--- src/rtl/persist_pkg.sv ---
package persist_pkg;

  typedef enum logic [1:0] {
    PX_DARK  = 2'b00,
    PX_LIT   = 2'b01,
    PX_SPARE = 2'b10,
    PX_FRESH = 2'b11
  } pix_code_t;

  typedef enum logic [1:0] {
    ST_ISSUE,
    ST_SMP_WB,
    ST_SWP_WB
  } eng_state_t;

  localparam logic [15:0] LFSR_TAPS = 16'hB400;

  // Advance a 16-bit Galois LFSR by 'steps' shifts (at most 16).
  function automatic logic [15:0] lfsr16_run(input logic [15:0] seed, input int steps);
    logic [15:0] v;
    v = seed;
    for (int k = 0; k < 16; k++) begin
      if (k < steps) v = v[0] ? ((v >> 1) ^ LFSR_TAPS) : (v >> 1);
    end
    return v;
  endfunction

endpackage

--- src/rtl/persist_rand.sv ---
module persist_rand #(
  parameter int LANES = 16,
  parameter int RND_W = 8
) (
  input  logic                   clk,
  input  logic                   rst_n,
  input  logic                   advance,
  output logic [LANES*RND_W-1:0] rnd
);
  import persist_pkg::*;

  for (genvar g = 0; g < LANES; g++) begin : g_lane
    localparam logic [15:0] SEED = {4'(g), 12'h5A3};
    logic [15:0] st_q;

    always_ff @(posedge clk) begin
      if (!rst_n)       st_q <= SEED;
      else if (advance) st_q <= lfsr16_run(st_q, RND_W);
    end

    assign rnd[g*RND_W +: RND_W] = st_q[RND_W-1:0];
  end

endmodule

--- src/rtl/persist_xform.sv ---
module persist_xform #(
  parameter int LANES  = 16,
  parameter int RND_W  = 8,
  parameter int LANE_W = 4
) (
  input  logic [2*LANES-1:0]     rd_word,
  input  logic                   sweep_mode,
  input  logic [LANE_W-1:0]      tgt_lane,
  input  logic [LANES*RND_W-1:0] rnd,
  input  logic [RND_W-1:0]       prob,
  output logic [2*LANES-1:0]     wr_word
);
  import persist_pkg::*;

  for (genvar g = 0; g < LANES; g++) begin : g_pix
    pix_code_t cur;
    pix_code_t nxt;
    logic      fade;

    assign cur  = pix_code_t'(rd_word[2*g +: 2]);
    assign fade = rnd[g*RND_W +: RND_W] < prob;

    always_comb begin
      nxt = cur;
      if (sweep_mode) begin
        unique case (cur)
          PX_FRESH: nxt = PX_LIT;
          PX_LIT:   nxt = fade ? PX_DARK : PX_LIT;
          default:  nxt = PX_DARK;
        endcase
      end else if (tgt_lane == LANE_W'(g)) begin
        nxt = PX_FRESH;
      end
    end

    assign wr_word[2*g +: 2] = nxt;
  end

endmodule

--- src/rtl/persist_sweep_seq.sv ---
module persist_sweep_seq #(
  parameter int NUM_COLS = 8,
  parameter int WPC      = 32,
  parameter int COL_W    = 3,
  parameter int WSEL_W   = 5
) (
  input  logic              clk,
  input  logic              rst_n,
  input  logic              start,
  input  logic              step,
  output logic              active,
  output logic [COL_W-1:0]  col,
  output logic [WSEL_W-1:0] word
);
  logic last_word;
  logic last_col;

  assign last_word = word == WSEL_W'(WPC - 1);
  assign last_col  = col == COL_W'(NUM_COLS - 1);

  always_ff @(posedge clk) begin
    if (!rst_n) begin
      active <= 1'b0;
      col    <= '0;
      word   <= '0;
    end else if (!active) begin
      if (start) begin
        active <= 1'b1;
        col    <= '0;
        word   <= '0;
      end
    end else if (step) begin
      if (last_word) begin
        word <= '0;
        if (last_col) active <= 1'b0;
        else          col    <= col + 1'b1;
      end else begin
        word <= word + 1'b1;
      end
    end
  end

endmodule

--- src/rtl/persist_column_engine.sv ---
module persist_column_engine #(
  parameter int NUM_COLS   = 8,
  parameter int COL_PIXELS = 512,
  parameter int WORD_BITS  = 32,
  parameter int RND_W      = 8,
  localparam int PPW    = WORD_BITS / 2,
  localparam int WPC    = COL_PIXELS / PPW,
  localparam int COL_W  = $clog2(NUM_COLS),
  localparam int ROW_W  = $clog2(COL_PIXELS),
  localparam int LANE_W = $clog2(PPW),
  localparam int WSEL_W = ROW_W - LANE_W,
  localparam int ADDR_W = COL_W + WSEL_W
) (
  input  logic                 clk,
  input  logic                 rst_n,
  input  logic                 smp_valid,
  output logic                 smp_ready,
  input  logic [COL_W-1:0]     smp_col,
  input  logic [ROW_W-1:0]     smp_row,
  input  logic                 refresh_start,
  input  logic [RND_W-1:0]     decay_prob,
  output logic                 sweep_busy,
  output logic                 mem_rd_en,
  output logic                 mem_wr_en,
  output logic [ADDR_W-1:0]    mem_addr,
  output logic [WORD_BITS-1:0] mem_wdata,
  input  logic [WORD_BITS-1:0] mem_rdata
);
  import persist_pkg::*;

  eng_state_t        state_q, state_d;
  logic [ADDR_W-1:0] hold_addr_q;
  logic [LANE_W-1:0] hold_lane_q;
  logic              smp_take;
  logic              sweep_step;
  logic              swp_active;
  logic [COL_W-1:0]  swp_col;
  logic [WSEL_W-1:0] swp_word;
  logic [WSEL_W-1:0] smp_word;
  logic [LANE_W-1:0] smp_lane;
  logic [PPW*RND_W-1:0] rnd_bytes;

  assign smp_word = smp_row[ROW_W-1:LANE_W];
  assign smp_lane = smp_row[LANE_W-1:0];

  // Samples behind the sweep front may cut in; others wait for the front to pass.
  assign smp_ready  = (state_q == ST_ISSUE) && (!swp_active || (smp_col < swp_col));
  assign smp_take   = smp_valid && smp_ready;
  assign sweep_busy = swp_active;

  persist_sweep_seq #(
    .NUM_COLS(NUM_COLS), .WPC(WPC), .COL_W(COL_W), .WSEL_W(WSEL_W)
  ) u_seq (
    .clk(clk), .rst_n(rst_n), .start(refresh_start), .step(sweep_step),
    .active(swp_active), .col(swp_col), .word(swp_word)
  );

  persist_rand #(.LANES(PPW), .RND_W(RND_W)) u_rand (
    .clk(clk), .rst_n(rst_n), .advance(sweep_step), .rnd(rnd_bytes)
  );

  persist_xform #(.LANES(PPW), .RND_W(RND_W), .LANE_W(LANE_W)) u_xform (
    .rd_word(mem_rdata), .sweep_mode(state_q == ST_SWP_WB), .tgt_lane(hold_lane_q),
    .rnd(rnd_bytes), .prob(decay_prob), .wr_word(mem_wdata)
  );

  always_comb begin
    state_d    = state_q;
    mem_rd_en  = 1'b0;
    mem_wr_en  = 1'b0;
    mem_addr   = hold_addr_q;
    sweep_step = 1'b0;
    unique case (state_q)
      ST_ISSUE: begin
        if (smp_take) begin
          mem_rd_en = 1'b1;
          mem_addr  = {smp_col, smp_word};
          state_d   = ST_SMP_WB;
        end else if (swp_active) begin
          mem_rd_en = 1'b1;
          mem_addr  = {swp_col, swp_word};
          state_d   = ST_SWP_WB;
        end
      end
      ST_SMP_WB: begin
        mem_wr_en = 1'b1;
        state_d   = ST_ISSUE;
      end
      ST_SWP_WB: begin
        mem_wr_en  = 1'b1;
        sweep_step = 1'b1;
        state_d    = ST_ISSUE;
      end
      default: state_d = ST_ISSUE;
    endcase
  end

  always_ff @(posedge clk) begin
    if (!rst_n) begin
      state_q     <= ST_ISSUE;
      hold_addr_q <= '0;
      hold_lane_q <= '0;
    end else begin
      state_q <= state_d;
      if (mem_rd_en) hold_addr_q <= mem_addr;
      if (smp_take)  hold_lane_q <= smp_lane;
    end
  end

endmodule

--- config.mk ---
export PLATFORM = sky130hd
export DESIGN_NAME = persist_column_engine
export DESIGN_NICKNAME = d
export VERILOG_FILES = /design/src/rtl/persist_pkg.sv /design/src/rtl/persist_rand.sv /design/src/rtl/persist_xform.sv /design/src/rtl/persist_sweep_seq.sv /design/src/rtl/persist_column_engine.sv
export SDC_FILE = /design/constraint.sdc
export NUM_CORES = 1
export LEC_CHECK = 0
export BUFFER_PORTS_ARGS = -buffer_cell sky130_fd_sc_hd__buf_2
export CORE_ASPECT_RATIO = 1.2
export CORE_MARGIN = 2
export CORE_UTILIZATION = 55
export DETAILED_ROUTE_END_ITERATION = 8
export GPL_ROUTABILITY_DRIVEN = 0
export GPL_TIMING_DRIVEN = 0
export PLACE_DENSITY = 0.72
export SLEW_MARGIN = 20
export SYNTH_ARGS = -nofsm -noshare
export SYNTH_HDL_FRONTEND = slang
export SYNTH_SLANG_ARGS = --single-unit
--- constraint.sdc ---
create_clock -name clk -period 2 [get_ports clk]
set_clock_uncertainty 0.05 [all_clocks]
set_input_delay 0.4 -clock clk [delete_from_list [all_inputs] [get_ports clk]]
set_output_delay 0.4 -clock clk [all_outputs]
set_load 0.005 [all_outputs]
==> impl_metrics.yaml, run 1 <==
run_status:
  status: "finished with violations"
  violations: "negative setup slack"
global_routing:
  grt_util_all_layers_pct: 31.6
  grt_pass1_wl_mm: 73.9
  overflow: 0
  antenna_found_initial: 0
  grt_pass1_vias: 13561
  grt_max_degree: 17
timing:
  relSlewSlack_pct: 39.0
  fin_setup_tns_ps: -20110
  final-setup-viol-count: 43
  post-route-period-util_pct: 135
  worstMarginPinSlew_ps: 915
  rsz0062_at_grt: "true"
  hold-worst-slack_ps: 43.8
  setup_slack_ps: -694
  period_needed_ps: 2690
  hold_viol_final: 0
  slew_viol_final: 0
  fmaxAchievable_mhz: 371
clock_tree:
  clk_pin_slew_ps: 60
  clockBufferDepth: 3
  h-tree-depth: 1
  cts-root-buf: "clkbuf_16"
  cts_buffers: 29
  cts.sinks: 279
  cts_tree: "built"
  clk_latency_ps: 560
synth:
  syn_nets: 1938
  synth_flop_cell: "dfxtp_1"
  syn_avg_cell_area_um2: 8.89
  synthCells: 1762
  synth-edff-count: 0
  yosysSeqAreaShare_pct: 35.7
  synth_seq_cells: 279
  syn_area_um2: 15700
  async_reset_ff_share_pct: 0
  yosys.cell_types.count: 48
  ys_warn_count: 0
setup_path:
  ff2ff_path_depth: 11
  reg2reg_from: "u_seq.col[2]"
  cp-end-kind: "primary output"
  critical_path_arrival_ps: 2240
  worst_setup_path_start_kind: "register"
  crit_fanout: 7
  rrSetupSlack_ps: -120
  critPathKind: "register to primary output"
  crit_required_ps: 1550
  rr_endpoint: "hold_addr_q[2]"
route:
  drc: 0
  first_iter_violations: 1099
  wl_per_cell_um: 20.3
  drt-vias-per-instance: 5.85
  ant_nets: 0
  first_pass_iters: 5
  via_count: 13691
  drt-total-wl_mm: 47.6
cells_and_area:
  nets: 2115
  drive_above_1_share_pct: 18.1
  area_growth_pct: 20.7
  instances_no_fill: 2342
placed_design:
  port_buffers: 97
  pre_cts_slack_ps: -1080
  post-dp-hpwl_mm: 31.5
  dp.cells: 2238
hold_path:
  whs_path_depth: 3
  hp-class: "primary input to register"
  holdPathEnd: "hold_lane_q[1]"
  min_from: "smp_row[1]"
pwr:
  max-vdd-ir-drop_mv: 0.759
  power_mw: 16.5
  p_per_area_nw_per_um2: 874
  p_leak_nw: 7.33
floorplan:
  ios: 100
  die_w_um: 158
  die_y_um: 189
  rows: 67
  dieArea_um2: 29800
  placeableCoreArea_um2: 28000
  start_util_pct: 55.9
job:
  cap_violations: 0
[critical path, cell delays in order (launching register included)]
cell	delay, ps
dfxtp_2	330
inv_2	50
ha_4	290
nand2_4	50
o2111a_2	350
a221oi_1	410
nand2_1	80
buf_2	130
[stage by stage]
| stage | utilization (%) | area [um^2] |
|---|---|---|
| after detailed placement | 59.4 | 16600 |
| final | 67.5 | 18900 |
| after floorplan | - | 15700 |
| after global routing | 67.5 | 18900 |
| after global placement | 59.4 | 16600 |
| after CTS | 66.6 | 18700 |
[per-layer routing]
metal  vias to the layer above  routed length, um  global-route usage [%]
li1                       6420                  -                       -
met1                      6585              19500                    39.4
met2                       546              22600                    54.2
met3                       140               3190                    3.77
met4                         0               2330                    14.5
met5                         -                  0                       0
[cells in the final DEF, fill, tap and decap left out, types with 38 or more instances in the layout]
master    count
mux2i_1     108
a211oi_1     76
xnor2_1     249
xor2_1       54
a21oi_1      43
nor2_1      315
buf_2       125
ha_1        116
o21ai_0      92
nand2_1      77
dfxtp_1     271
buf_4        38
clkbuf_1     64
[state kept, by name (all words and copies together) (netlist names)]
signal / flops
hold_addr_q: 8
hold_lane_q: 4
state_q: 2
u_rand.g_lane.st_q: 256
u_seq.active: 1
u_seq.col: 3
u_seq.word: 5
[cells in the mapped netlist (17+ instances only)]
cell        n  area [um^2]
nand2_1    78          293
xnor2_1   249         2180
a21oi_1    51          255
dfxtp_1   279         5590
ha_1      120         1500
xor2_1     54          473
o21ai_0    93          465
clkbuf_1   65          244
nor2_1    320         1200
mux2i_1   108         1080
a211oi_1  101          758
buf_2      35          175
a211o_1    22          193
nand3_1    17         85.1
[report_power, final]
group	total (mW)	internal, mW	switching (mW)
registers	6.54	6.01	0.525
logic	4.05	1.89	2.16
clock network	5.93	3.57	2.36
total	16.5	11.5	5.05
[cell type report]
cell class                      instances  area, um^2
Multi-Input combinational cell       1354       10000
Fill cell                            2267        9090
Sequential cell                       279        5600
Timing Repair Buffer                  148        1060
Clock buffer                           39         833
Buffer                                111         596
Tap cell                              379         474
Clock inverter                         15         213
Inverter                               16        97.6
Antenna cell                            1        2.50
[how the worst max path moves through the flow]
stage	slack, ps	depth (start not counted)	startpoint	endpoint
floorplan	-6	5	smp_col[2]	mem_addr[7]
global placement	-1090	7	state_q[0]	mem_wdata[2]
CTS	-680	7	u_seq.col[2]	mem_addr[7]
global route	-750	8	u_seq.col[2]	mem_addr[2]
detailed placement	-1080	7	state_q[0]	mem_wdata[2]
finish	-690	7	u_seq.col[2]	mem_addr[0]
[logic make-up (layout without fill, tap and decap cells)]
logic type               count (synthesis)  count (layout)  share of synthesized area (%)
flip-flops                             279             279                           35.7
AO/OA/AOI/OAI                          331             331                           13.9
AND/OR/NAND/NOR                        490             490                           13.3
adder cells (fa/ha/maj)                120             120                           9.59
XOR/XNOR                               303             303                           16.9
buffers and inverters                  129             329                           3.54
other                                    0               1                              0
multiplexers                           110             110                           7.05
[repair_timing]
item | in CTS | in global routing
cloned | 1 | 0
resized for setup | 130 | 40
buffers inserted | 42 | 8
pin swaps | 31 | 41
hold buffers | 0 | 0
setup endpoints to repair | 253 | 43
Power figures use the tool's default switching activity.
==> run 2: changes to the inputs <==
--- a/config.mk
+++ b/config.mk
@@ -5,15 +5,17 @@
 export SDC_FILE = /design/constraint.sdc
 export NUM_CORES = 1
 export LEC_CHECK = 0
+export ABC_AREA = 1
 export BUFFER_PORTS_ARGS = -buffer_cell sky130_fd_sc_hd__buf_2
 export CORE_ASPECT_RATIO = 1.2
 export CORE_MARGIN = 2
 export CORE_UTILIZATION = 55
+export CTS_BUF_LIST = sky130_fd_sc_hd__clkbuf_16
 export DETAILED_ROUTE_END_ITERATION = 8
 export GPL_ROUTABILITY_DRIVEN = 0
 export GPL_TIMING_DRIVEN = 0
 export PLACE_DENSITY = 0.72
-export SLEW_MARGIN = 20
+export SLEW_MARGIN = 0
 export SYNTH_ARGS = -nofsm -noshare
 export SYNTH_HDL_FRONTEND = slang
 export SYNTH_SLANG_ARGS = --single-unit
==> run 2 against run 1 <==
  * The run still ends with negative setup slack left
  * Clock power fell by 15%
  * Sequential cell count unchanged
  * Maximum frequency increased by 7.9%
  * Core utilization grew 1.5 points
  * Non-clock buffer count grew 37
  * Wire length increased by 25%
  * Highest routed layer unchanged
  * Global-route usage is 4.6 points higher
  * Largest power group unchanged
  * Hold slack improved by 27 ps
  * Via count rose by 19%
==> impl_metrics.yaml, run 2 <==
synth:
  synth_top_area_share_pct: 35.3
  yosys.cell_types.count: 35
  synth_most_common_cell: "nand2_1"
  async_reset_ff_share_pct: 0
  synthCells: 2171
  yosys-top-cells-count: "nand2_1, dfxtp_1, inv_1"
  synth_seq_cells: 279
  synth.largest_area_cell: "dfxtp_1"
  syn_nets: 2347
  syn_area_um2: 15800
  ys_warn_count: 0
  ys_top_cells_by_area: "dfxtp_1, nand2_1, ha_1"
  yosysSeqAreaShare_pct: 35.3
  synth_flop_cell: "dfxtp_1"
  syn_avg_cell_area_um2: 7.30
  synth-edff-count: 0
global_routing:
  grtUsageMet1_pct: 43.6
  grt_pass1_vias: 14851
  grtUsageMet3_pct: 6.58
  top_usage_layer: "met2"
  grt_max_degree: 17
  grt_use_met2_pct: 60.3
  grt_util_all_layers_pct: 36.2
  overflow: 0
  antenna_found_initial: 1
  grt_pass1_wl_mm: 84.4
cells_and_area:
  fin_area_um2: 19700
  antenna-diode-count: 0
  drive_above_1_share_pct: 19.6
  area_growth_pct: 24.7
  largestRegisters: "u_rand.g_lane.st_q (256), hold_addr_q (8), u_seq.word (5)"
  multi_input_area_um2: 9510
  fillers: 2291
  final_util_pct: 69.1
  largest_register_ff_count: 256
  top_register: "u_rand.g_lane.st_q"
  nets: 2580
  mostFrequentLayoutCell: "nand2_1"
  instances_no_fill: 2809
  final-seq-area_um2: 5660
  most-common-layout-cells: "nand2_1, dfxtp_1, inv_1, a21oi_1, o21ai_0"
timing:
  final-setup-viol-count: 42
  hold-worst-slack_ps: 71.3
  relSlewSlack_pct: 30.0
  worstMarginPinSlew_ps: 1050
  hold_viol_final: 0
  period_needed_ps: 2500
  rsz0062_at_grt: "true"
  fin_setup_tns_ps: -16380
  setup_slack_ps: -497
  slew_viol_final: 0
  post-route-period-util_pct: 125
  fmaxAchievable_mhz: 400
route:
  drt-vias-per-instance: 5.81
  first_iter_violations: 2063
  drc: 0
  via_count: 16312
  wl_per_cell_um: 21.1
  ant_nets: 0
  drt-total-wl_mm: 59.3
  first_pass_iters: 9
setup_path:
  ff2ff_path_depth: 9
  reg2reg_from: "state_q[0]"
  crit_fanout: 5
  crit_required_ps: 1550
  path_common_cell: "nand2_4"
  worst_setup_path_start_kind: "register"
  cp-end-kind: "primary output"
  crit_path_end: "mem_addr[5]"
  critical_path_arrival_ps: 2050
  critPathKind: "register to primary output"
  slowest_delay_ps: 350
  rr_endpoint: "u_rand.g_lane[9].st_q[0]"
  rrSetupSlack_ps: 30
  path_cells: "inv_2, ha_4, a21oi_4, nand2_4, nand2_4, nand3_4, nand3_2, o21ai_2, nor2_1, buf_2"
  slowest_stage: "dfxtp_2"
  crit_start: "u_seq.col[2]"
pwr:
  p_per_area_nw_per_um2: 833
  max-vdd-ir-drop_mv: 0.760
  power_mw: 16.5
  p_leak_nw: 9.28
clock_tree:
  cts_tree: "built"
  cts-root-buf: "clkbuf_16"
  clk_pin_slew_ps: 60
  h-tree-depth: 1
  clockBufferDepth: 3
  clk_latency_ps: 560
  cts_buffers: 29
  cts.sinks: 279
floorplan:
  dieArea_um2: 30200
  placeableCoreArea_um2: 28600
  die_y_um: 190
  start_util_pct: 55.4
  ios: 100
  rows: 68
  die_w_um: 159
placed_design:
  pre_cts_slack_ps: -856
  post-dp-hpwl_mm: 36.6
  dp.cells: 2653
  port_buffers: 97
  dpl_cell_area_um2: 16800
run_status:
  status: "finished with violations"
  violations: "negative setup slack"
hold_path:
  hp-class: "primary input to register"
job:
  cap_violations: 0
run 2: kinds of logic (layout without fill, tap and decap cells):
logic type / after synthesis / in the layout / share of synthesized area [%]
XOR/XNOR: 209 / 209 / 11.6
multiplexers: 1 / 1 / 0.0632
AO/OA/AOI/OAI: 509 / 509 / 17.0
flip-flops: 279 / 279 / 35.3
buffers and inverters: 350 / 602 / 8.95
AND/OR/NAND/NOR: 703 / 704 / 17.7
adder cells (fa/ha/maj): 120 / 120 / 9.48
run 2: critical path: cells and delay by family, from the launching register on:
family | cells | cell delay [ps]
AND/OR/NAND/NOR | 5 | 520
adder cells (fa/ha/maj) | 1 | 230
AO/OA/AOI/OAI | 2 | 240
buffers and inverters | 2 | 160
flip-flops | 1 | 350
run 2: timing repair:
action | CTS | global route
setup endpoints to repair | 55 | 64
hold buffers | 0 | 0
cloned | 3 | 4
buffers inserted | 48 | 60
pin swaps | 18 | 59
gates resized for setup | 107 | 177
run 2: worst min-delay path by stage:
| stage | startpoint | end | slack (ps) | depth (start not counted) |
|---|---|---|---|---|
| after floorplan | u_rand.g_lane[1].st_q[9] | u_rand.g_lane[1].st_q[1] | 380 | 2 |
| after global placement | u_rand.g_lane[6].st_q[9] | u_rand.g_lane[6].st_q[1] | 390 | 2 |
| after detailed placement | u_rand.g_lane[0].st_q[9] | u_rand.g_lane[0].st_q[1] | 400 | 2 |
| after CTS | smp_row[0] | hold_lane_q[0] | 60 | 3 |
| after global routing | smp_row[0] | hold_lane_q[0] | 70 | 3 |
| final | smp_row[0] | hold_lane_q[0] | 70 | 3 |
run 2: area by class of cell:
type	instances	share of cell area [%]
multi-input combinational	1543	48.2
sequential	279	28.7
timing repair buffer	202	8.16
inverter	254	5.06
clock buffer	29	3.68
buffer	94	3.13
tap	385	2.44
clock inverter	22	0.627
timing repair inverter	1	0.0444
run 2: per-layer routing:
layer  wire (um)  part of all wire (%)
met3        6700                    11
met5           0                     0
met4        4630                   7.8
met2       25900                    44
met1       22100                    37
run 2: where the power goes:
group          internal (mW)  switching, mW  total [mW]
clock                   2.74           2.31        5.04
combinational           1.94           2.76        4.70
sequential              6.10          0.611        6.71
total                   10.8           5.68        16.5
